## config.mk

```make
export PLATFORM = sky130hd
export DESIGN_NAME = tri_emit_asm
export DESIGN_NICKNAME = d
export VERILOG_FILES = /design/src/rtl/tri_emit_pkg.sv /design/src/rtl/tri_emit_slots.sv /design/src/rtl/tri_emit_seq.sv /design/src/rtl/tri_emit_asm.sv
export SDC_FILE = /design/constraint.sdc
export NUM_CORES = 1
export LEC_CHECK = 0
export BUFFER_PORTS_ARGS = -buffer_cell sky130_fd_sc_hd__buf_2
export CORE_ASPECT_RATIO = 0.75
export CORE_MARGIN = 5
export CORE_UTILIZATION = 60
export DETAILED_ROUTE_END_ITERATION = 8
export PLACE_DENSITY_LB_ADDON = 0.08
export SYNTH_ARGS = -nofsm -noshare
export SYNTH_HDL_FRONTEND = slang
export SYNTH_HIERARCHICAL = 1
export SYNTH_SLANG_ARGS = --single-unit
```

## constraint.sdc

```tcl
create_clock -name clk -period 3.5 [get_ports clk]
set_clock_uncertainty 0.15 [all_clocks]
set_input_delay 0.35 -clock clk [delete_from_list [all_inputs] [get_ports clk]]
set_output_delay 0.35 -clock clk [all_outputs]
set_load 0.1 [all_outputs]
```

## src/rtl/tri_emit_pkg.sv

```systemverilog
package tri_emit_pkg;
  localparam int NUM_SLOTS = 3;
  localparam int SLOT_IW   = 2;
  localparam int BEAT_W    = 2;
  localparam logic [BEAT_W-1:0] LAST_BEAT = BEAT_W'(NUM_SLOTS - 1);

  // Slot read on a given beat for the latched winding.
  function automatic logic [SLOT_IW-1:0] beat_slot(input logic [BEAT_W-1:0] beat,
                                                   input logic wind);
    return wind ? SLOT_IW'(LAST_BEAT - beat) : SLOT_IW'(beat);
  endfunction

  function automatic logic id_legal(input logic [SLOT_IW-1:0] vid);
    return vid < SLOT_IW'(NUM_SLOTS);
  endfunction
endpackage

```

## src/rtl/tri_emit_slots.sv

```systemverilog
module tri_emit_slots
  import tri_emit_pkg::*;
#(
  parameter int VTX_W = 32
) (
  input  logic               clk,
  input  logic               rst_n,
  input  logic               wr_en,
  input  logic [SLOT_IW-1:0] wr_idx,
  input  logic [VTX_W-1:0]   wr_data,
  input  logic [SLOT_IW-1:0] rd_idx,
  output logic [VTX_W-1:0]   rd_data
);
  logic [VTX_W-1:0] slot_q [NUM_SLOTS];

  for (genvar g = 0; g < NUM_SLOTS; g++) begin : g_slot
    always_ff @(posedge clk or negedge rst_n) begin
      if (!rst_n) begin
        slot_q[g] <= '0;
      end else if (wr_en && (wr_idx == SLOT_IW'(g))) begin
        slot_q[g] <= wr_data;
      end
    end
  end

  always_comb begin
    rd_data = '0;
    for (int i = 0; i < NUM_SLOTS; i++) begin
      if (rd_idx == SLOT_IW'(i)) rd_data = slot_q[i];
    end
  end

  AST_WR_IDX_RANGE: assert property (@(posedge clk) disable iff (!rst_n)
    wr_en |-> (wr_idx < SLOT_IW'(NUM_SLOTS)));
endmodule

```

## src/rtl/tri_emit_seq.sv

```systemverilog
module tri_emit_seq
  import tri_emit_pkg::*;
(
  input  logic               clk,
  input  logic               rst_n,
  input  logic               emit_valid,
  input  logic [SLOT_IW-1:0] emit_vid,
  input  logic               emit_prim,
  input  logic               emit_wind,
  output logic               emit_ready,
  input  logic               tri_ready,
  output logic               wr_en,
  output logic [SLOT_IW-1:0] wr_idx,
  output logic [SLOT_IW-1:0] rd_idx,
  output logic               tri_valid,
  output logic               tri_last,
  output logic               emit_err
);
  logic              busy_q;
  logic [BEAT_W-1:0] beat_q;
  logic              wind_q;
  logic              err_q;

  // Named internal events
  logic emit_fire, vid_good, tri_start, beat_fire, tri_done;
  assign emit_fire = emit_valid && !busy_q;
  assign vid_good  = id_legal(emit_vid);
  assign tri_start = emit_fire && vid_good && emit_prim;
  assign beat_fire = busy_q && tri_ready;
  assign tri_done  = beat_fire && (beat_q == LAST_BEAT);

  always_ff @(posedge clk or negedge rst_n) begin
    if (!rst_n) begin
      busy_q <= 1'b0;
      beat_q <= '0;
      wind_q <= 1'b0;
      err_q  <= 1'b0;
    end else begin
      err_q <= emit_fire && !vid_good;
      if (tri_start) begin
        busy_q <= 1'b1;
        beat_q <= '0;
        wind_q <= emit_wind;
      end else if (tri_done) begin
        busy_q <= 1'b0;
        beat_q <= '0;
      end else if (beat_fire) begin
        beat_q <= beat_q + 1'b1;
      end
    end
  end

  assign emit_ready = !busy_q;
  assign wr_en      = emit_fire && vid_good;
  assign wr_idx     = emit_vid;
  assign rd_idx     = beat_slot(beat_q, wind_q);
  assign tri_valid  = busy_q;
  assign tri_last   = busy_q && (beat_q == LAST_BEAT);
  assign emit_err   = err_q;

  AST_START_FIRST_BEAT: assert property (@(posedge clk) disable iff (!rst_n)
    tri_start |=> (tri_valid && !tri_last && rd_idx == beat_slot('0, $past(emit_wind))));
  AST_LAST_ENDS_TRI: assert property (@(posedge clk) disable iff (!rst_n)
    (tri_valid && tri_ready && tri_last) |=> !tri_valid);
  AST_ERR_NO_TRI: assert property (@(posedge clk) disable iff (!rst_n)
    emit_err |-> !tri_valid);
endmodule

```

## src/rtl/tri_emit_asm.sv

```systemverilog
module tri_emit_asm
  import tri_emit_pkg::*;
#(
  parameter int VTX_W = 32
) (
  input  logic             clk,
  input  logic             rst_n,
  input  logic             emit_valid,
  output logic             emit_ready,
  input  logic [1:0]       emit_vid,
  input  logic             emit_prim,
  input  logic             emit_wind,
  input  logic [VTX_W-1:0] emit_data,
  output logic             emit_err,
  output logic             tri_valid,
  input  logic             tri_ready,
  output logic [VTX_W-1:0] tri_data,
  output logic             tri_last
);
  logic               wr_en;
  logic [SLOT_IW-1:0] wr_idx;
  logic [SLOT_IW-1:0] rd_idx;

  tri_emit_seq u_seq (
    .clk        (clk),
    .rst_n      (rst_n),
    .emit_valid (emit_valid),
    .emit_vid   (emit_vid),
    .emit_prim  (emit_prim),
    .emit_wind  (emit_wind),
    .emit_ready (emit_ready),
    .tri_ready  (tri_ready),
    .wr_en      (wr_en),
    .wr_idx     (wr_idx),
    .rd_idx     (rd_idx),
    .tri_valid  (tri_valid),
    .tri_last   (tri_last),
    .emit_err   (emit_err)
  );

  tri_emit_slots #(.VTX_W(VTX_W)) u_slots (
    .clk     (clk),
    .rst_n   (rst_n),
    .wr_en   (wr_en),
    .wr_idx  (wr_idx),
    .wr_data (emit_data),
    .rd_idx  (rd_idx),
    .rd_data (tri_data)
  );

  AST_HOLD_UNDER_STALL: assert property (@(posedge clk) disable iff (!rst_n)
    (tri_valid && !tri_ready) |=> (tri_valid && $stable(tri_data) && $stable(tri_last)));
endmodule

```

-- Word-level counts from Yosys, hierarchy flattened
Cells that the tools add are included.
- output and inout bits: 36
- logic and storage cells: 40
- flip-flop bits (word level): 101
- magnitude comparators: 1
- mux-type cells: 9
- reductions and logical operators: 16
- add/subtract/negate cells: 2
- eq/ne operators: 5
- operators by type and width (operator ; count):
    32-bit 2-to-1 mux ; 3
    1-bit logical AND ; 10
    2-bit 2-to-1 mux ; 4
    2-bit == test (second input constant) ; 3
    2-bit by 1-bit == test with 1-bit output (second input constant) ; 2
    2-bit zero test ; 2
    3-bit nonzero test ; 1
    2-bit by 1-bit adder with 2-bit output (second input constant) ; 1
    1-bit zero test ; 2
    2-bit < comparator (second input constant) ; 1
    1-bit 2-to-1 mux ; 2
    2-bit nonzero test ; 1
    2-bit subtractor (first input constant) ; 1

-- Logic depth before layout (Yosys ltp)
- depth in word-level cells: 6
- depth in mapped cells: 9
- gate-level depth less buffers: 6

-- Hierarchy
Netlist, hierarchy kept.
- by module, submodules not included (module ; instances ; cells an instance ; area an instance (um2)):
    tri_emit_slots ; 1 ; 281 ; 4287.9
    tri_emit_seq ; 1 ; 32 ; 306.5

-- Worst setup path before layout
No wires, ideal clock.
- path kind: reg2out
- start: register u_seq.beat_q[0]
- end: output port tri_data[0]
- path buffers: 2
- data arrival time: 2635 ps
- cell stages (with the launch flop): 8
- slack: 365 ps
- cell sequence: dfrtp_1 inv_1 ha_1 nand2_1 o21ai_0 clkbuf_1 clkbuf_1 o2bb2ai_1
- cells in the longest elaborated chain, start to end: 6
- ends and longest elaborated chain (what ; line ; source):
    start: declaration ; tri_emit_seq.sv:20 ; logic [BEAT_W-1:0] beat_q;
    start signal: assignment ; tri_emit_seq.sv:48 ; beat_q <= beat_q + 1'b1;
    2-bit subtractor * ; tri_emit_pkg.sv:10 ; return wind ? SLOT_IW'(LAST_BEAT - beat) : SLOT_IW'(beat);
    2-bit 2-to-1 mux * ; tri_emit_pkg.sv:10 ;
    net rd_idx[1] ; tri_emit_asm.sv:22 ; logic [SLOT_IW-1:0] rd_idx;
    2-bit zero test ; tri_emit_slots.sv:29 ; if (rd_idx == SLOT_IW'(i)) rd_data = slot_q[i];
    32-bit 2-to-1 mux (2 in a row) ; tri_emit_slots.sv:29 ;
    32-bit 2-to-1 mux * ; tri_emit_slots.sv:29 ;
    end: declaration ; tri_emit_asm.sv:17 ; output logic [VTX_W-1:0] tri_data,
Mark *: on every way through the listed nets, which the timed path passes. The rest lies on a longest branch.

-- Worst setup path in the final report
Ends and elaborated chain as after synthesis.

==> flow_summary_export.csv <==
group,metric,value,unit
outcome,outcome,"finished clean",
floorplan,start_util,62.10,%
yosys,ys_top_cells_by_area,"dfrtp_1 55%, mux2_2 23%, mux2i_1 7.2%",
grt,antenna_found_initial,0,
drt,wl_per_cell,18.60,um
clock_tree,insertion_delay,360,ps
drt,ant_nets,0,
final_layout,antenna_cells,0,
yosys,yosysSeqAreaShare,55.01,%
sta,slew_headroom,45.91,%
sta,fin_setup_tns,0,ps
final_layout,drive_gt1_share,52.56,%
placed_design,io_buffers,75,
sta,tightest_slew,811.3,ps
setup_path,critPathRequiredTime,3000,ps
setup_path,crit_chain,"inv_1 > ha_1 > nand2_1 > o21ai_2 > nor2b_2 > buf_4 > o2bb2ai_1 > buf_12",
yosys,synth_area_leader_cell,"dfrtp_1",
drt,drt_iter0_markers,137,
sta,hold_viol_final,0,
final_layout,nFillCells,471,
sta,max_clock_freq,335.8,MHz
setup_path,arrival,2480,ps
setup_path,path_max_fanout,19,
grt,grt_pass1_wl,15760,um
drt,drc,0,
placed_design,placed_cells,474,
clock_tree,cts_setup_buffers,0,
floorplan,rows,27,
floorplan,die_w,111.0,um
setup_path,setup.worst_path.class,"reg -> out",
clock_tree,cts_tree,"built",
yosys,ys_ff_latch,101,
setup_path,slowest_stage,"dfrtp_2",
clock_tree,root_buffer,"clkbuf_8",
hold_path,hp-class,"in -> reg",
final_layout,fin_area,5695,um2
floorplan,io_pins,76,
yosys,synth_nets,356,
placed_design,placed_area,5475,um2
grt,grt.total_usage,20.86,%
setup_path,max_stage_delay,670,ps
clock_tree,clk_pin_slew,80,ps
clock_tree,cts_resized,0,
yosys,synth.avg_cell_area,14.68,um2
final_layout,syn2layout_area_growth,23.97,%
floorplan,die-area,9525,um2
placed_design,hpwlAfterDp,6264,um
drt,vias,2819,
clock_tree,cts_buffers,9,
sta,finalSetupViolCount,0,
drt,wl,9134,um
clock_tree,postCtsHoldBufs,1,
final_layout,fin_cells,491,
sta,slew_violations,0,
placed_design,pre_cts_slack,911.8,ps
placed_design,place.gp.congestion,0.7333,
yosys,syn_inst,313,
final_layout,layout.nets,428,
grt,grt_pass1_vias,3072,
drt,drtPass1Iterations,4,
setup_path,critical_path.top_delay_family,"flip-flops",
run,maxCapViolCount,0,
setup_path,start_kind,"flip-flop",
floorplan,core-area,7398,um2
clock_tree,cts_max_path_buffers,2,
yosys,yosys_warnings,6,
yosys,ys_types,25,
sta,rsz0062_at_grt,"false",
grt,grt_overflow,0,
clock_tree,cts_sinks,101,
clock_tree,htree_levels,3,
drt,vias_per_cell,5.741,
sta,period_needed,2978,ps
grt,grt_max_degree,66,
setup_path,path_buf_inv,3,
sta,setup_slack,522.3,ps
yosys,syn_area,4594,um2
floorplan,die_y,85.78,um
sta,fin_crit_sh,85.08,%
final_layout,mostFrequentLayoutCells,"100 x dfrtp_1, 94 x mux2_2, 42 x buf_2",
yosys,synth_top_area_share,55.01,%
final_layout,final_common_cell,"dfrtp_1",
setup_path,end_kind,"primary output",
-- metal layers --
metal  GRT usage [%]  wire length [um]
met5               0                 0
met4           2.983                50
met3           6.700               396
met2           34.86              4457
met1           27.81              4229
-- area by class of cell --
cell class	instances	area, um2	area share [%]
flip-flops and latches	101	2529	44.40
multi-input cells	185	1883	33.06
repair buffers	85	935.9	16.43
clock buffers	12	165.2	2.900
well taps	101	126.4	2.219
clock inverters	4	45.04	0.7909
inverters	3	11.26	0.1977
-- sequential cells by signal (all words and copies together) (netlist names) --
register / cells
u_seq/tri_valid: 1
u_seq/wind_q: 1
u_seq/emit_err: 1
u_slots/slot_q: 96
u_seq/beat_q: 2
-- synthesized netlist by cell type (all sizes together) --
library cell and instances:
nand4b 1, mux2 97, mux2i 33, clkbuf 7, o21ai 1, o2bb2ai 32, and2 1, and4 1
nand3b 2, nor2b 1, buf 17, dfrtp 101, nand2 6, nor2 3, a21oi 2, ha 3
inv 3, a21o 1, nor3b 1
-- path summary, 6_finish.rpt --
| check | from | end | slack [ps] | depth (start not counted) |
|---|---|---|---|---|
| min reg2reg | u_slots/slot_q[88] | u_slots/slot_q[88] | 360 | 1 |
| max reg2reg | u_seq/tri_valid | u_slots/slot_q[22] | 1000 | 6 |
| min | emit_wind | u_seq/wind_q | 70 | 2 |
| min in group asynchronous | rst_n | u_slots/slot_q[90] | 450 | 2 |
| max in group asynchronous | rst_n | u_slots/slot_q[92] | 1960 | 3 |
| max | u_seq/beat_q[0] | tri_data[0] | 520 | 8 |
-- worst register-to-register path, cell delays in order, from the launching register on --
cell	delay [ps]
dfrtp_1	440
inv_2	90
nand2_1	60
a21oi_1	270
nand3b_2	650
buf_4	450
mux2_2	280
-- through the flow --
step                hold slack, ps  util (%)
floorplan                   -95.59         -
global placement             317.3     74.01
detailed placement           340.0     74.01
CTS                          53.54     76.98
global route                 46.23     76.98
finish                       69.10     76.98
-- logic make-up (layout without fill, tap and decap cells) --
| group | count (synthesis) | after routing | share of synthesized area (%) |
|---|---|---|---|
| AOI/OAI and AO/OA | 36 | 36 | 6.618 |
| adders and majority gates | 3 | 3 | 0.8171 |
| buffers and inverters | 27 | 104 | 4.139 |
| DFF | 101 | 101 | 55.01 |
| muxes | 130 | 130 | 31.05 |
| and+or+nand+nor | 16 | 16 | 2.369 |
Power is left out: the tool's default activity adds up to more than one toggle a clock period on the data nets, which glitch-free logic cannot reach.
